### src/rtl/timer_pkg.sv
package timer_pkg;

  // Strobes passed from control to datapath once per cycle
  typedef struct packed {
    logic stageLo;    // low byte goes to the staging buffer
    logic commitHi;   // high byte commits the 16-bit word to the latch
    logic loadCount;  // commit also loads the running counter
    logic snapRead;   // high-byte read snapshots the count
    logic countTick;  // enabled decrement tick
  } timer_strobe_t;

  typedef enum logic [1:0] {
    RD_NONE = 2'd0,
    RD_CTRL = 2'd1,
    RD_LO   = 2'd2,
    RD_HI   = 2'd3
  } rd_sel_t;

endpackage

### src/rtl/timer_ctrl.sv
module timer_ctrl
  import timer_pkg::*;
#(
  parameter int BUS_W     = 8,
  parameter int ADDR_W    = 2,
  parameter int CTRL_ADDR = 0,
  parameter int SEL_W     = 2
) (
  input  logic              clk,
  input  logic              rstN,
  input  logic              tickEn,
  input  logic [ADDR_W-1:0] addr,
  input  logic              wrEn,
  input  logic              rdEn,
  input  logic [BUS_W-1:0]  wrData,
  output timer_strobe_t     strobe,
  output rd_sel_t           rdSel,
  output logic [BUS_W-1:0]  ctrlByte,
  output logic              latchOnly,
  output logic              stopBit
);

  localparam logic [ADDR_W-1:0] A_CTRL = ADDR_W'(CTRL_ADDR);
  localparam logic [ADDR_W-1:0] A_LO   = ADDR_W'(CTRL_ADDR + 1);
  localparam logic [ADDR_W-1:0] A_HI   = ADDR_W'(CTRL_ADDR + 2);
  localparam int USED_W = 2 + SEL_W;

  logic              latchOnlyQ;
  logic              stopQ;
  logic [SEL_W-1:0]  modeSelQ;

  logic hitCtrl, hitLo, hitHi;
  assign hitCtrl = (addr == A_CTRL);
  assign hitLo   = (addr == A_LO);
  assign hitHi   = (addr == A_HI);

  // Control register: only the low USED_W bits are stored
  always_ff @(posedge clk) begin
    if (!rstN) begin
      latchOnlyQ <= 1'b0;
      stopQ      <= 1'b0;
      modeSelQ   <= '0;
    end else if (wrEn && hitCtrl) begin
      latchOnlyQ <= wrData[0];
      stopQ      <= wrData[1];
      modeSelQ   <= wrData[2 +: SEL_W];
    end
  end

  // Strobe decode; every mode-select value acts as timer mode
  always_comb begin
    strobe.stageLo   = wrEn && hitLo;
    strobe.commitHi  = wrEn && hitHi;
    strobe.loadCount = wrEn && hitHi && !latchOnlyQ;
    strobe.snapRead  = rdEn && !wrEn && hitHi;
    strobe.countTick = tickEn && !stopQ;
  end

  always_comb begin
    rdSel = RD_NONE;
    if (rdEn) begin
      if (hitCtrl)    rdSel = RD_CTRL;
      else if (hitLo) rdSel = RD_LO;
      else if (hitHi) rdSel = RD_HI;
    end
  end

  // The unstored upper bits read as zero
  assign ctrlByte  = {{(BUS_W-USED_W){1'b0}}, modeSelQ, stopQ, latchOnlyQ};
  assign latchOnly = latchOnlyQ;
  assign stopBit   = stopQ;

endmodule

### src/rtl/timer_datapath.sv
module timer_datapath
  import timer_pkg::*;
#(
  parameter int BUS_W = 8
) (
  input  logic                 clk,
  input  logic                 rstN,
  input  timer_strobe_t        strobe,
  input  rd_sel_t              rdSel,
  input  logic [BUS_W-1:0]     wrData,
  output logic [BUS_W-1:0]     rdByte,
  output logic [2*BUS_W-1:0]   countVal,
  output logic [2*BUS_W-1:0]   latchVal,
  output logic                 underflowIrq
);

  localparam int CNT_W = 2 * BUS_W;

  logic [CNT_W-1:0] countQ;
  logic [CNT_W-1:0] latchQ;
  logic [CNT_W-1:0] stageQ;
  logic             irqQ;
  logic [CNT_W-1:0] commitWord;
  logic             atZero;

  assign commitWord = {wrData, stageQ[BUS_W-1:0]};
  assign atZero     = (countQ == '0);

  // Staging buffer: the low half is written by the low-byte write,
  // the whole word by the high-byte read snapshot
  always_ff @(posedge clk) begin
    if (!rstN)                stageQ <= '0;
    else if (strobe.stageLo)  stageQ[BUS_W-1:0] <= wrData;
    else if (strobe.snapRead) stageQ <= countQ;
  end

  always_ff @(posedge clk) begin
    if (!rstN)                latchQ <= '1;
    else if (strobe.commitHi) latchQ <= commitWord;
  end

  // A counter load wins over the decrement or reload
  always_ff @(posedge clk) begin
    if (!rstN) begin
      countQ <= '1;
    end else if (strobe.loadCount) begin
      countQ <= commitWord;
    end else if (strobe.countTick) begin
      if (atZero) countQ <= latchQ;
      else        countQ <= countQ - 1'b1;
    end
  end

  always_ff @(posedge clk) begin
    if (!rstN) irqQ <= 1'b0;
    else       irqQ <= strobe.countTick && !strobe.loadCount && atZero;
  end

  always_comb begin
    unique case (rdSel)
      RD_HI:   rdByte = countQ[CNT_W-1:BUS_W];
      RD_LO:   rdByte = stageQ[BUS_W-1:0];
      default: rdByte = '0;
    endcase
  end

  assign countVal     = countQ;
  assign latchVal     = latchQ;
  assign underflowIrq = irqQ;

endmodule

### src/rtl/byte_reload_timer.sv
module byte_reload_timer
  import timer_pkg::*;
#(
  parameter int BUS_W     = 8,
  parameter int ADDR_W    = 2,
  parameter int CTRL_ADDR = 0,
  parameter int SEL_W     = 2
) (
  input  logic              clk,
  input  logic              rstN,
  input  logic              tickEn,
  input  logic [ADDR_W-1:0] addr,
  input  logic              wrEn,
  input  logic              rdEn,
  input  logic [BUS_W-1:0]  wrData,
  output logic [BUS_W-1:0]  rdData,
  output logic              underflowIrq
);

  localparam int CNT_W = 2 * BUS_W;

  timer_strobe_t    strobe;
  rd_sel_t          rdSel;
  logic [BUS_W-1:0] ctrlByte;
  logic [BUS_W-1:0] dpByte;
  logic             latchOnly;
  logic             stopBit;
  logic [CNT_W-1:0] countVal;
  logic [CNT_W-1:0] latchVal;

  timer_ctrl #(
    .BUS_W(BUS_W), .ADDR_W(ADDR_W), .CTRL_ADDR(CTRL_ADDR), .SEL_W(SEL_W)
  ) u_ctrl (
    .clk(clk), .rstN(rstN), .tickEn(tickEn), .addr(addr),
    .wrEn(wrEn), .rdEn(rdEn), .wrData(wrData),
    .strobe(strobe), .rdSel(rdSel), .ctrlByte(ctrlByte),
    .latchOnly(latchOnly), .stopBit(stopBit)
  );

  timer_datapath #(
    .BUS_W(BUS_W)
  ) u_dp (
    .clk(clk), .rstN(rstN), .strobe(strobe), .rdSel(rdSel),
    .wrData(wrData), .rdByte(dpByte), .countVal(countVal),
    .latchVal(latchVal), .underflowIrq(underflowIrq)
  );

  assign rdData = (rdSel == RD_CTRL) ? ctrlByte : dpByte;

endmodule

### config.mk
export PLATFORM = sky130hd
export DESIGN_NAME = byte_reload_timer
export DESIGN_NICKNAME = d
export VERILOG_FILES = /design/src/rtl/timer_pkg.sv /design/src/rtl/timer_ctrl.sv /design/src/rtl/timer_datapath.sv /design/src/rtl/byte_reload_timer.sv
export SDC_FILE = /design/constraint.sdc
export NUM_CORES = 1
export LEC_CHECK = 0
export BUFFER_PORTS_ARGS = -buffer_cell sky130_fd_sc_hd__buf_2
export CAP_MARGIN = 30
export CORE_MARGIN = 2
export CORE_UTILIZATION = 35
export CTS_CLUSTER_DIAMETER = 100
export DETAILED_ROUTE_END_ITERATION = 8
export PLACE_DENSITY = 0.56
export SLEW_MARGIN = 20
export SYNTH_ARGS = -nofsm -noshare
export SYNTH_HDL_FRONTEND = slang
export SYNTH_SLANG_ARGS = --single-unit
### constraint.sdc
create_clock -name clk -period 4.6 [get_ports clk]
set_input_delay 0 -clock clk [delete_from_list [all_inputs] [get_ports clk]]
set_output_delay 0 -clock clk [all_outputs]
set_load 0.01 [all_outputs]
==> out/results.txt <==
hold wc startpoint = wrData[1]
Worst EP required = 4.81 ns
die width = 90.6 µm
ys async rst share = 0%
die area = 8210 µm²
Avg Cell Area, Syn = 7.86 µm²
Fin Clk Skew = 0.0123 ns
clk root buf = clkbuf_8
Synth warnings = 0
worst-path cell with the longest stage delay = nor2_1
Num Clock Sinks = 45
EDFF count, synth = 0
Post-Route Setup TNS = 0 ns
first-pass GRT wire length = 12800 µm
RSZ-0062 raised after global routing = false
Synth area leader = dfxtp_1
first drt pass iteration count = 5
post-synthesis sequential area ratio = 34.3%
Clock Path Buffers = 2
total power = 919 µW
status = finished, final reports clean
syn_nets = 354
Via Count = 2568
Post-Syn Area = 2630 µm²
synthesized flop and latch total = 45
Final Setup Violations = 0
port bufs = 23
post-CTS setup buffer count = 0
vias in the first global route = 2430
Setup crit end kind = flip-flop
RePlAce Congestion = 0.860
antenna cell count = 0
core area = 7250 µm²
worst IR drop on VDD = 0.000131 V
total gr overflow = 0
Final HPWL DP = 5640 µm
library cells used by synthesis = 58
Hold Path Depth = 3
crit share post-route = 47.0%
Die H = 90.6 µm
Routed WL = 8060 µm
Area Overhead vs Synth = 13.0%
Clock Pin Slew Worst Setup and Hold Paths = 0.09 ns
Slew Limit Fails = 0
MaxCap Viol Count = 0
Total Routing Usage GR = 19.7%
worst-margin pin slew = 0.815 ns
Hold Path Class = in2reg
share of post-route cells with drive strength above 1 = 14.1%
CTS HTree Levels = 2
Data arrival, critical path = 2.38 ns
Nets = 373
largest net degree at the start of global routing = 47
Synth Flop Type = dfxtp_1
Synth area leaders = dfxtp_1 (34%), nand2_1 (9.3%), nand3_1 (7.8%), nor2_1 (3.3%), o211a_1 (3.1%)
CTS tree = done
mean number of vias per cell = 5.67
reg-to-reg startpoint = u_ctrl.stopBit
commonest cells in the netlist = nand2_1 (65), dfxtp_1 (45), nand3_1 (41)
count leader, synth = nand2_1
Startpoint Class = flip-flop
DRC = 0
depth of the worst register-to-register path = 4
Ports = 24
top-area cell type share of the netlist area = 34.3%
Worst Path Max Fanout = 16
cells after synthesis = 334
Starting Density = 36.2%
Final Hold Viols = 0
Largest stage delay, worst path = 0.75 ns
DR WL/cell = 17.8 µm
Worst-Skew Late Latency = 0.30 ns
Power Density = 310 nW/µm²
maximum clock frequency = 462 MHz
initial DRC count = 220
Final Hold Slack = 0.00465 ns
Rows = 31
FF-to-FF End = u_dp.countVal[11]
Hold Path End = u_ctrl.stopBit
Setup Crit Path Kind = reg2reg
Critical Path Start = u_ctrl.stopBit
number of antenna violations at the first check in global routing = 0
Inst Count DP = 437
critical path, cell by cell = nand2b_1, nor2_1, o31ai_1, o311ai_1
antenna viol nets, final = 0
Num CTS Buffers = 5
Final Cell Area = 2970 µm²
Final Critical Period = 2.16 ns
r2r setup slk = 2.44 ns
Placement Cell Area = 2770 µm²
Static Leak = 0.00134 µW
Rel. slew slack = 45.6%
Non-Filler Instances = 453
logic make-up after synthesis:
logic type,count (synthesis),share of synthesized area [%]
buffers and inverters,27,4.81
xor gates and xnor gates,5,1.67
muxes,5,2.10
DFF,45,34.3
and+or+nand+nor,168,33.4
adders and majority gates,5,2.38
AOI/OAI and AO/OA,79,21.3
how the worst max path moves through the flow:
stage,end,cells past startpoint
global placement,u_dp.countVal[11],9
finish,u_dp.countVal[11],4
floorplan,u_dp.countVal[1],8
global route,u_dp.countVal[0],7
CTS,u_dp.countVal[0],7
detailed placement,u_dp.countVal[11],9
report_power, final:
group | switching (µW) | internal, µW
clock network | 138 | 177
logic | 83.2 | 63.8
registers | 41.0 | 416
worst max-delay path: cells and delay by family, from the launching register on:
family	cells	cell delay, ns
AOI/OAI and AO/OA	2	0.47
DFF	1	0.38
and+or+nand+nor	2	1.22
layer usage:
metal  track usage (%)  vias up  part of all wire, %
met5                 0        -                    0
met2              32.8       76                   47
met1              25.6     1241                   46
met4              6.28        0                  1.5
li1                  -     1240                    -
met3              3.76       11                  4.8
cell type report:
cell class | count | area [µm²]
Clock buffer | 7 | 86.3
Inverter | 7 | 26.3
Tap cell | 99 | 124
Clock inverter | 1 | 30.0
Sequential cell | 45 | 901
Multi-Input combinational cell | 262 | 1600
Fill cell | 775 | 4290
Timing Repair Buffer | 32 | 200
state kept, by name, indices dropped and copies added, names as in the netlist:
signal	count
u_dp.underflowIrq	1
u_ctrl.stopBit	1
u_dp.latchVal	16
u_dp.stageQ	8
u_ctrl.modeSelQ	2
u_dp.countVal	16
u_ctrl.latchOnly	1
cell usage in the layout (no fill, tap or decap), drive strengths merged, types with 8 or more instances in the layout:
| cell type | count |
|---|---|
| a21oi | 15 |
| buf | 25 |
| dfxtp | 45 |
| nand3 | 42 |
| o21ai | 18 |
| o211a | 8 |
| nor2 | 25 |
| and3 | 10 |
| o311ai | 10 |
| nand2 | 65 |
through the flow:
| step | util [%] | setup slack (ns) |
|---|---|---|
| floorplan | - | 2.73 |
| global placement | 38.2 | 2.19 |
| detailed placement | 38.2 | 2.21 |
| CTS | 40.8 | 2.43 |
| global route | 40.9 | 2.26 |
| finish | 40.9 | 2.44 |
timing repair:
action | in CTS | in global routing
hold buffers | 7 | 0
endpoints found under the hold margin | 7 | 0
gates resized for setup | 0 | 0
No activity file was read; power rests on OpenSTA's default activity.
